--- src/rtl/sdram_seq_pkg.sv ---
package sdram_seq_pkg;

    // Controller mode codes; the encoding is seen by the command logic downstream.
    typedef enum logic [2:0] {
        MODE_NORMAL = 3'b000,
        MODE_NOP    = 3'b001,
        MODE_PRECHG = 3'b010,
        MODE_MRS    = 3'b011,
        MODE_CBR    = 3'b100
    } mode_e;

    // Phases of the sequencer.
    typedef enum logic [2:0] {
        PH_IDLE,
        PH_PWR_WAIT,
        PH_SCAN,
        PH_WAIT,
        PH_NORM_WAIT,
        PH_DONE
    } phase_e;

endpackage

--- src/rtl/seq_us_timer.sv ---
module seq_us_timer #(
    parameter int US_W  = 8,
    parameter int CYC_W = 16
) (
    input  logic             clk_i,
    input  logic             rst_ni,
    input  logic             load_i,
    input  logic [US_W-1:0]  us_i,
    input  logic [CYC_W-1:0] cyc_per_us_i,
    output logic             expired_o
);

    typedef struct packed {
        logic             busy;
        logic [US_W-1:0]  us_left;
        logic [CYC_W-1:0] cyc;
        logic             expired;
    } tmr_t;

    tmr_t s_d, s_q;
    logic [CYC_W-1:0] last_cyc;

    // A cycle count of zero behaves like one cycle per microsecond.
    always_comb begin
        last_cyc = (cyc_per_us_i == '0) ? '0 : cyc_per_us_i - CYC_W'(1);
    end

    always_comb begin
        s_d         = s_q;
        s_d.expired = 1'b0;
        if (load_i) begin
            s_d.busy    = 1'b1;
            s_d.us_left = us_i;
            s_d.cyc     = '0;
        end else if (s_q.busy) begin
            if (s_q.cyc >= last_cyc) begin
                s_d.cyc = '0;
                if (s_q.us_left <= US_W'(1)) begin
                    s_d.busy    = 1'b0;
                    s_d.us_left = '0;
                    s_d.expired = 1'b1;
                end else begin
                    s_d.us_left = s_q.us_left - US_W'(1);
                end
            end else begin
                s_d.cyc = s_q.cyc + CYC_W'(1);
            end
        end
    end

    always_ff @(posedge clk_i) begin
        if (!rst_ni) s_q <= '0;
        else         s_q <= s_d;
    end

    assign expired_o = s_q.expired;

    // the controller never reloads a wait that is still running.
    a_r7_load_when_idle: assert property (@(posedge clk_i) disable iff (!rst_ni)
        load_i |-> !s_q.busy);

    // expiry only ends a wait that was counting.
    a_r7_expire_from_busy: assert property (@(posedge clk_i) disable iff (!rst_ni)
        expired_o |-> $past(s_q.busy));

endmodule

--- src/rtl/seq_mrs_offset.sv ---
module seq_mrs_offset #(
    parameter int             OFS_W  = 13,
    parameter logic [OFS_W-1:0] LO_CL3 = 13'h01D0,
    parameter logic [OFS_W-1:0] HI_CL3 = 13'h1E28,
    parameter logic [OFS_W-1:0] LO_CL2 = 13'h0150,
    parameter logic [OFS_W-1:0] HI_CL2 = 13'h1EA8
) (
    input  logic             cl2_i,
    input  logic             upper_i,
    output logic [OFS_W-1:0] ofs_o
);

    // Upper rows use the values with inverted address lines.
    always_comb begin
        case ({cl2_i, upper_i})
            2'b00:   ofs_o = LO_CL3;
            2'b01:   ofs_o = HI_CL3;
            2'b10:   ofs_o = LO_CL2;
            default: ofs_o = HI_CL2;
        endcase
    end

endmodule

--- src/rtl/seq_row_scan.sv ---
module seq_row_scan
    import sdram_seq_pkg::*;
#(
    parameter int             NROWS     = 8,
    parameter int             BND_W     = 8,
    parameter int             ROW_SHIFT = 23,
    parameter int             OFS_W     = 13,
    parameter logic [OFS_W-1:0] LO_CL3  = 13'h01D0,
    parameter logic [OFS_W-1:0] HI_CL3  = 13'h1E28,
    parameter logic [OFS_W-1:0] LO_CL2  = 13'h0150,
    parameter logic [OFS_W-1:0] HI_CL2  = 13'h1EA8,
    localparam int            ROW_W     = (NROWS > 1) ? $clog2(NROWS) : 1,
    localparam int            ADDR_W    = BND_W + ROW_SHIFT
) (
    input  logic                   clk_i,
    input  logic                   rst_ni,
    input  logic                   go_i,
    input  mode_e                  mode_i,
    input  logic                   cl2_i,
    input  logic [NROWS*BND_W-1:0] bounds_i,
    output logic                   strobe_o,
    output logic [ROW_W-1:0]       row_o,
    output logic [ADDR_W-1:0]      addr_o,
    output logic                   end_o
);

    localparam logic [ROW_W-1:0] LAST_ROW  = ROW_W'(NROWS - 1);
    localparam logic [ROW_W-1:0] HALF_ROWS = ROW_W'(NROWS / 2);

    typedef struct packed {
        logic              active;
        logic              second;
        logic [ROW_W-1:0]  idx;
        logic              strobe;
        logic [ROW_W-1:0]  row;
        logic [ADDR_W-1:0] addr;
        logic              fin;
    } scan_t;

    scan_t s_d, s_q;

    logic [BND_W-1:0] row_base [NROWS];
    logic [NROWS-1:0] row_used;

    // Start of each row and whether it holds memory.
    for (genvar g = 0; g < NROWS; g++) begin : g_rows
        if (g == 0) begin : g_first
            assign row_base[g] = '0;
        end else begin : g_next
            assign row_base[g] = bounds_i[(g-1)*BND_W +: BND_W];
        end
        assign row_used[g] = bounds_i[g*BND_W +: BND_W] > row_base[g];
    end

    logic [BND_W-1:0]  cur_base;
    logic              cur_used;
    logic              upper_half;
    logic [OFS_W-1:0]  mrs_ofs;
    logic [OFS_W-1:0]  ofs_sel;
    logic [ADDR_W-1:0] cur_addr;

    assign cur_base   = row_base[s_q.idx];
    assign cur_used   = row_used[s_q.idx];
    assign upper_half = (s_q.idx >= HALF_ROWS);

    seq_mrs_offset #(
        .OFS_W  (OFS_W),
        .LO_CL3 (LO_CL3),
        .HI_CL3 (HI_CL3),
        .LO_CL2 (LO_CL2),
        .HI_CL2 (HI_CL2)
    ) ofs_i (
        .cl2_i   (cl2_i),
        .upper_i (upper_half),
        .ofs_o   (mrs_ofs)
    );

    assign ofs_sel  = (mode_i == MODE_MRS) ? mrs_ofs : '0;
    assign cur_addr = {cur_base, {ROW_SHIFT{1'b0}}} + ADDR_W'(ofs_sel);

    // Two cycles per row: an issue slot, then an advance slot.
    always_comb begin
        s_d        = s_q;
        s_d.strobe = 1'b0;
        s_d.fin    = 1'b0;
        if (!s_q.active) begin
            if (go_i) begin
                s_d.active = 1'b1;
                s_d.second = 1'b0;
                s_d.idx    = '0;
            end
        end else if (!s_q.second) begin
            s_d.second = 1'b1;
            if (cur_used) begin
                s_d.strobe = 1'b1;
                s_d.row    = s_q.idx;
                s_d.addr   = cur_addr;
            end
        end else begin
            s_d.second = 1'b0;
            if (s_q.idx == LAST_ROW) begin
                s_d.active = 1'b0;
                s_d.fin    = 1'b1;
            end else begin
                s_d.idx = s_q.idx + ROW_W'(1);
            end
        end
    end

    always_ff @(posedge clk_i) begin
        if (!rst_ni) s_q <= '0;
        else         s_q <= s_d;
    end

    assign strobe_o = s_q.strobe;
    assign row_o    = s_q.row;
    assign addr_o   = s_q.addr;
    assign end_o    = s_q.fin;

    // strobes are isolated pulses.
    a_r6_strobe_gap: assert property (@(posedge clk_i) disable iff (!rst_ni)
        strobe_o |=> !strobe_o);

    // a new scan is only requested once the previous one has ended.
    a_r3_go_when_idle: assert property (@(posedge clk_i) disable iff (!rst_ni)
        go_i |-> !s_q.active);

    // the end marker follows an active scan.
    a_r3_end_after_scan: assert property (@(posedge clk_i) disable iff (!rst_ni)
        end_o |-> $past(s_q.active));

endmodule

--- src/rtl/sdram_pwrup_seq.sv ---
module sdram_pwrup_seq
    import sdram_seq_pkg::*;
#(
    parameter int             NROWS     = 8,
    parameter int             BND_W     = 8,
    parameter int             ROW_SHIFT = 23,
    parameter int             CYC_W     = 16,
    parameter int             US_W      = 8,
    parameter int             PWR_US    = 200,
    parameter int             NOP_US    = 200,
    parameter int             PRE_US    = 1,
    parameter int             CBR_US    = 1,
    parameter int             CBR_REPS  = 8,
    parameter int             MRS_US    = 2,
    parameter int             NORM_US   = 1,
    parameter int             OFS_W     = 13,
    parameter logic [OFS_W-1:0] LO_CL3  = 13'h01D0,
    parameter logic [OFS_W-1:0] HI_CL3  = 13'h1E28,
    parameter logic [OFS_W-1:0] LO_CL2  = 13'h0150,
    parameter logic [OFS_W-1:0] HI_CL2  = 13'h1EA8,
    localparam int            ROW_W     = (NROWS > 1) ? $clog2(NROWS) : 1,
    localparam int            ADDR_W    = BND_W + ROW_SHIFT,
    localparam int            REP_W     = $clog2(CBR_REPS + 1)
) (
    input  logic                   clk_i,
    input  logic                   rst_ni,
    input  logic                   start_i,
    input  logic [NROWS*BND_W-1:0] row_bound_i,
    input  logic                   cas_lat2_i,
    input  logic [CYC_W-1:0]       us_cycles_i,
    output logic [2:0]             cmd_o,
    output logic                   cmd_vld_o,
    output logic [ROW_W-1:0]       row_o,
    output logic [ADDR_W-1:0]      addr_o,
    output logic                   done_o,
    output logic                   refresh_en_o
);

    localparam logic [REP_W-1:0] LAST_REP = REP_W'(CBR_REPS - 1);

    typedef struct packed {
        phase_e           phase;
        mode_e            mode;
        logic [REP_W-1:0] reps;
        logic             go;
        logic             done;
        logic             refresh;
    } ctl_t;

    ctl_t s_d, s_q;

    logic            tmr_load;
    logic [US_W-1:0] tmr_us;
    logic            tmr_exp;
    logic            scan_end;

    // Wait that follows the scan of each mode.
    function automatic logic [US_W-1:0] wait_after(mode_e m);
        case (m)
            MODE_NOP:    return US_W'(NOP_US);
            MODE_PRECHG: return US_W'(PRE_US);
            MODE_CBR:    return US_W'(CBR_US);
            default:     return US_W'(MRS_US);
        endcase
    endfunction

    always_comb begin
        s_d      = s_q;
        s_d.go   = 1'b0;
        tmr_load = 1'b0;
        tmr_us   = '0;
        case (s_q.phase)
            PH_IDLE: begin
                if (start_i) begin
                    s_d.phase = PH_PWR_WAIT;
                    tmr_load  = 1'b1;
                    tmr_us    = US_W'(PWR_US);
                end
            end
            PH_PWR_WAIT: begin
                if (tmr_exp) begin
                    s_d.mode  = MODE_NOP;
                    s_d.phase = PH_SCAN;
                    s_d.go    = 1'b1;
                end
            end
            PH_SCAN: begin
                if (scan_end) begin
                    s_d.phase = PH_WAIT;
                    tmr_load  = 1'b1;
                    tmr_us    = wait_after(s_q.mode);
                end
            end
            PH_WAIT: begin
                if (tmr_exp) begin
                    s_d.phase = PH_SCAN;
                    s_d.go    = 1'b1;
                    case (s_q.mode)
                        MODE_NOP: s_d.mode = MODE_PRECHG;
                        MODE_PRECHG: begin
                            s_d.mode = MODE_CBR;
                            s_d.reps = '0;
                        end
                        MODE_CBR: begin
                            if (s_q.reps == LAST_REP) s_d.mode = MODE_MRS;
                            else                      s_d.reps = s_q.reps + REP_W'(1);
                        end
                        default: begin
                            // Mode-register load done: normal mode, no row commands.
                            s_d.mode  = MODE_NORMAL;
                            s_d.phase = PH_NORM_WAIT;
                            s_d.go    = 1'b0;
                            tmr_load  = 1'b1;
                            tmr_us    = US_W'(NORM_US);
                        end
                    endcase
                end
            end
            PH_NORM_WAIT: begin
                if (tmr_exp) begin
                    s_d.phase   = PH_DONE;
                    s_d.done    = 1'b1;
                    s_d.refresh = 1'b1;
                end
            end
            default: ;
        endcase
    end

    always_ff @(posedge clk_i) begin
        if (!rst_ni) begin
            s_q.phase   <= PH_IDLE;
            s_q.mode    <= MODE_NORMAL;
            s_q.reps    <= '0;
            s_q.go      <= 1'b0;
            s_q.done    <= 1'b0;
            s_q.refresh <= 1'b0;
        end else begin
            s_q <= s_d;
        end
    end

    seq_us_timer #(
        .US_W  (US_W),
        .CYC_W (CYC_W)
    ) tmr_i (
        .clk_i        (clk_i),
        .rst_ni       (rst_ni),
        .load_i       (tmr_load),
        .us_i         (tmr_us),
        .cyc_per_us_i (us_cycles_i),
        .expired_o    (tmr_exp)
    );

    seq_row_scan #(
        .NROWS     (NROWS),
        .BND_W     (BND_W),
        .ROW_SHIFT (ROW_SHIFT),
        .OFS_W     (OFS_W),
        .LO_CL3    (LO_CL3),
        .HI_CL3    (HI_CL3),
        .LO_CL2    (LO_CL2),
        .HI_CL2    (HI_CL2)
    ) scan_i (
        .clk_i    (clk_i),
        .rst_ni   (rst_ni),
        .go_i     (s_q.go),
        .mode_i   (s_q.mode),
        .cl2_i    (cas_lat2_i),
        .bounds_i (row_bound_i),
        .strobe_o (cmd_vld_o),
        .row_o    (row_o),
        .addr_o   (addr_o),
        .end_o    (scan_end)
    );

    assign cmd_o        = s_q.mode;
    assign done_o       = s_q.done;
    assign refresh_en_o = s_q.refresh;

    // every strobe carries a row command, never normal mode.
    a_r2_strobe_not_normal: assert property (@(posedge clk_i) disable iff (!rst_ni)
        cmd_vld_o |-> (cmd_o != 3'b000));

    // the mode does not change under a strobe.
    a_r2_mode_stable_at_strobe: assert property (@(posedge clk_i) disable iff (!rst_ni)
        cmd_vld_o |-> $stable(cmd_o));

    // reserved codes never appear.
    a_r2_no_reserved_code: assert property (@(posedge clk_i) disable iff (!rst_ni)
        cmd_o <= 3'b100);

    // completion is sticky and in normal mode.
    a_r8_done_sticky: assert property (@(posedge clk_i) disable iff (!rst_ni)
        done_o |=> done_o);

    a_r8_done_in_normal: assert property (@(posedge clk_i) disable iff (!rst_ni)
        done_o |-> (cmd_o == 3'b000) && refresh_en_o);

    // nothing is issued after completion, even with start requests.
    a_r9_quiet_after_done: assert property (@(posedge clk_i) disable iff (!rst_ni)
        (done_o && start_i) |=> (done_o && !cmd_vld_o));

endmodule

--- config.mk ---
export PLATFORM = sky130hd
export DESIGN_NAME = sdram_pwrup_seq
export DESIGN_NICKNAME = d
export VERILOG_FILES = /design/src/rtl/sdram_seq_pkg.sv /design/src/rtl/seq_us_timer.sv /design/src/rtl/seq_mrs_offset.sv /design/src/rtl/seq_row_scan.sv /design/src/rtl/sdram_pwrup_seq.sv
export SDC_FILE = /design/constraint.sdc
export NUM_CORES = 1
export LEC_CHECK = 0
export BUFFER_PORTS_ARGS = -buffer_cell sky130_fd_sc_hd__buf_2
export CAP_MARGIN = 5
export CORE_UTILIZATION = 43
export CTS_BUF_LIST = sky130_fd_sc_hd__clkbuf_8
export CTS_CLUSTER_DIAMETER = 150
export CTS_CLUSTER_SIZE = 25
export DETAILED_ROUTE_END_ITERATION = 7
export PLACE_DENSITY_LB_ADDON = 0.05
export SYNTH_ARGS = -nofsm -noshare
export SYNTH_HDL_FRONTEND = slang
export SYNTH_SLANG_ARGS = --single-unit
--- constraint.sdc ---
create_clock -name clk_i -period 3.5 [get_ports clk_i]
set_clock_uncertainty 0.05 [all_clocks]
set_input_delay 0.525 -clock clk_i [delete_from_list [all_inputs] [get_ports clk_i]]
set_output_delay 0.525 -clock clk_i [all_outputs]
set_load 0.01 [all_outputs]
==> flow_metrics.py <==
metrics = {
    "status": {
        "run_status": "finished with violations",
        "violations": "setup timing",
    },
    "critical_path": {
        "cp.required_ns": 3.74,
        "critPathKind": "input pin to flip-flop",
        "path_max_fanout": 6,
        "worst_setup_path_end_kind": "flip-flop",
        "start_kind": "input pin",
        "worstPathArrival_ns": 3.77,
    },
    "global_routing": {
        "grt.total_usage_pct": 21.6,
        "antenna_found_initial": 0,
        "first_global_vias": 4885,
        "grt_start_max_net_pins": 40,
        "grt_overflow_total": 0,
        "grt_pass1_wl_um": 22800,
    },
    "synth": {
        "synth_top_area_share_pct": 20.8,
        "synth-seq-cells": 59,
        "yosys.area_share.xor_xnor_pct": 4.93,
        "synthTopCellsByArea": "dfxtp_1, ha_1, buf_4",
        "yosys-top-cells-count": "ha_1, inv_1, nand2_1",
        "synth_most_common_cell": "ha_1",
        "ys_dominant_reg_cell": "dfxtp_1",
        "async_flop_share_pct": 0,
        "synth.distinct_cells": 68,
        "netlist_instances": 701,
        "synthSimpleGateAreaFrac_pct": 21.4,
        "syn_area_sq_mm": 0.00568,
        "synth_mux_area_share_pct": 6.01,
        "ys_warn_count": 0,
        "synth_seq_area_share_pct": 20.8,
        "syn_avg_cell_area_sq_um": 8.10,
        "synth_compound_area_share_pct": 16.7,
        "synth_top_family_by_area": "simple AND/OR/NAND/NOR gates",
        "synth_fa_ha_area_share_pct": 18.5,
        "yosys.area.top_type": "dfxtp_1",
        "synth_edf_count": 0,
    },
    "layout": {
        "drive_gt1_share_pct": 25.2,
        "nets": 972,
        "finalInstanceArea_sq_mm": 0.00666,
        "area_growth_pct": 17.3,
        "nFillCells": 1243,
        "diodes": 0,
    },
    "floorplan": {
        "row_count": 41,
        "die_w_um": 117,
        "pin_count": 124,
        "chipHeight_um": 117,
        "dieArea_sq_mm": 0.0137,
        "core_area_sq_mm": 0.0128,
        "start_util_pct": 44.5,
    },
    "route": {
        "drt-initial-drc-count": 135,
        "drt_wl_total_um": 14400,
        "first_pass_iters": 4,
        "ant_nets": 0,
        "vias_per_cell": 5.26,
        "num_vias": 5164,
        "avgRoutedWirePerCell_um": 14.6,
        "route.detailed.drc": 0,
    },
    "sta": {
        "fin_tns_setup_ns": -0.0417,
        "fmax_mhz": 284,
        "slew_headroom_pct": 43.2,
        "fin_crit_sh_pct": 101,
        "finalSetupViolCount": 2,
        "finalHoldWorstSlack_ns": 0.411,
        "period_minus_slack_ns": 3.53,
        "worst_slew_pin_slew_ns": 0.852,
        "setup_ws_ns": -0.0271,
        "final-hold-violation-count": 0,
        "rsz0062_at_grt": "yes",
        "drv_slew": 0,
    },
    "min_path": {
        "worst_hold_path_type": "flip-flop to flip-flop",
    },
    "cts": {
        "cts_htree_levels": 3,
        "cts_max_path_buffers": 2,
        "cts_root_buffer": "clkbuf_8",
        "clock_sinks": 59,
        "insertion_delay_ns": 0.36,
        "cts_buffers": 9,
        "path_clk_slew_ns": 0.07,
        "tritoncts": "built",
    },
    "place": {
        "port_buffers": 110,
        "dp_hpwl_um": 11600,
        "placed_area_sq_mm": 0.00627,
        "gp_congestion": 0.836,
    },
    "pwr": {
        "p_per_area_mw_per_mm2": 244,
        "ir_worst_vdd_uv": 156,
        "cellLeakagePower_uw": 0.00322,
    },
    "flow_run": {
        "maxCapViolations": 0,
    },
}
==> cells in the final DEF, fill, tap and decap left out, drive strengths merged, types with 10 or more instances in the layout <==
cell type and n:
buf 139, ha 84, inv 72, nand2 71, dfxtp 59, nor2 52, a21oi 38, o21ai 27
xor2 21, nand3 21, nand4 20, o211ai 17, mux2i 15, nor2b 14, conb 13, nor3 12
xnor2 11, nand2b 10
==> what timing repair did <==
item / 4_1_cts / 5_1_grt
gates resized for setup: 8 / 29
cloned: 0 / 1
buffers inserted: 3 / 3
hold buffers: 0 / 0
endpoints found under the setup margin: 19 / 25
pin swaps: 0 / 9
==> critical path, cell delays in order <==
cell and delay, ns:
buf_6 0.09, or4_4 0.53, or3_4 0.37, nor4_4 0.23
nand4b_4 0.15, and2_4 0.19, ha_4 0.20, nand2b_4 0.12
a21o_1 0.18, a21oi_2 0.13, o211ai_1 0.16, a32oi_4 0.41
nand3_4 0.16, buf_6 0.18, o21ai_2 0.13
==> cells by family after synthesis <==
kind of cell / after synthesis
buffers and inverters: 131
and+or+nand+nor: 233
AOI/OAI and AO/OA: 137
DFF: 59
adders and majority gates: 84
other: 1
xor gates and xnor gates: 32
muxes: 24
==> routing by layer <==
metal	GRT usage (%)	wire (um)
met3	4.33	672
met1	26.8	6410
met5	0	0
met2	37.0	6950
met4	8.10	330
==> worst paths after layout <==
check,end,slack [ns],cells after the start,start
max,tmr_i.s_q[21],-0.03,15,us_cycles_i[9]
min,scan_i.addr_o[26],0.41,2,scan_i.addr_o[26]
max reg2reg,scan_i.addr_o[24],0.99,8,scan_i.s_q[36]
min reg2reg,scan_i.addr_o[26],0.41,2,scan_i.addr_o[26]
==> cell type report <==
cell class	count	area (sq um)	area share, %
clock buffers	9	124	1.86
clock inverters	7	43.8	0.657
inverters	72	270	4.06
multi-input cells	523	4030	60.4
flip-flops and latches	59	1180	17.7
well taps	172	215	3.23
repair buffers	139	803	12.1
==> power by group <==
part / switching, uW / internal [uW]
Sequential: 8.77 / 679
Combinational: 216 / 173
Clock: 296 / 253
Total: 521 / 1110
==> through the flow <==
step | util (%) | total power (uW) | instances | setup slack, ns
floorplan | - | 940 | 713 | -0.197
global placement | 49.1 | 1060 | 958 | -0.376
detailed placement | 49.1 | 1070 | 958 | -0.465
CTS | 50.9 | 1630 | 977 | 0.0137
global route | 52.2 | 1730 | 981 | -0.124
finish | 52.2 | 1630 | 981 | -0.0271
==> state kept, by name, summed over array words and instances (netlist names) <==
| name | flops |
|---|---|
| refresh_en_o | 1 |
| cmd_o | 3 |
| scan_i.addr_o | 11 |
| scan_i.s_q | 5 |
| tmr_i.expired_o | 1 |
| tmr_i.s_q | 25 |
| scan_i.end_o | 1 |
| scan_i.strobe_o | 1 |
| scan_i.row_o | 3 |
| s_q | 8 |
No activity file was read; power rests on OpenSTA's default activity.
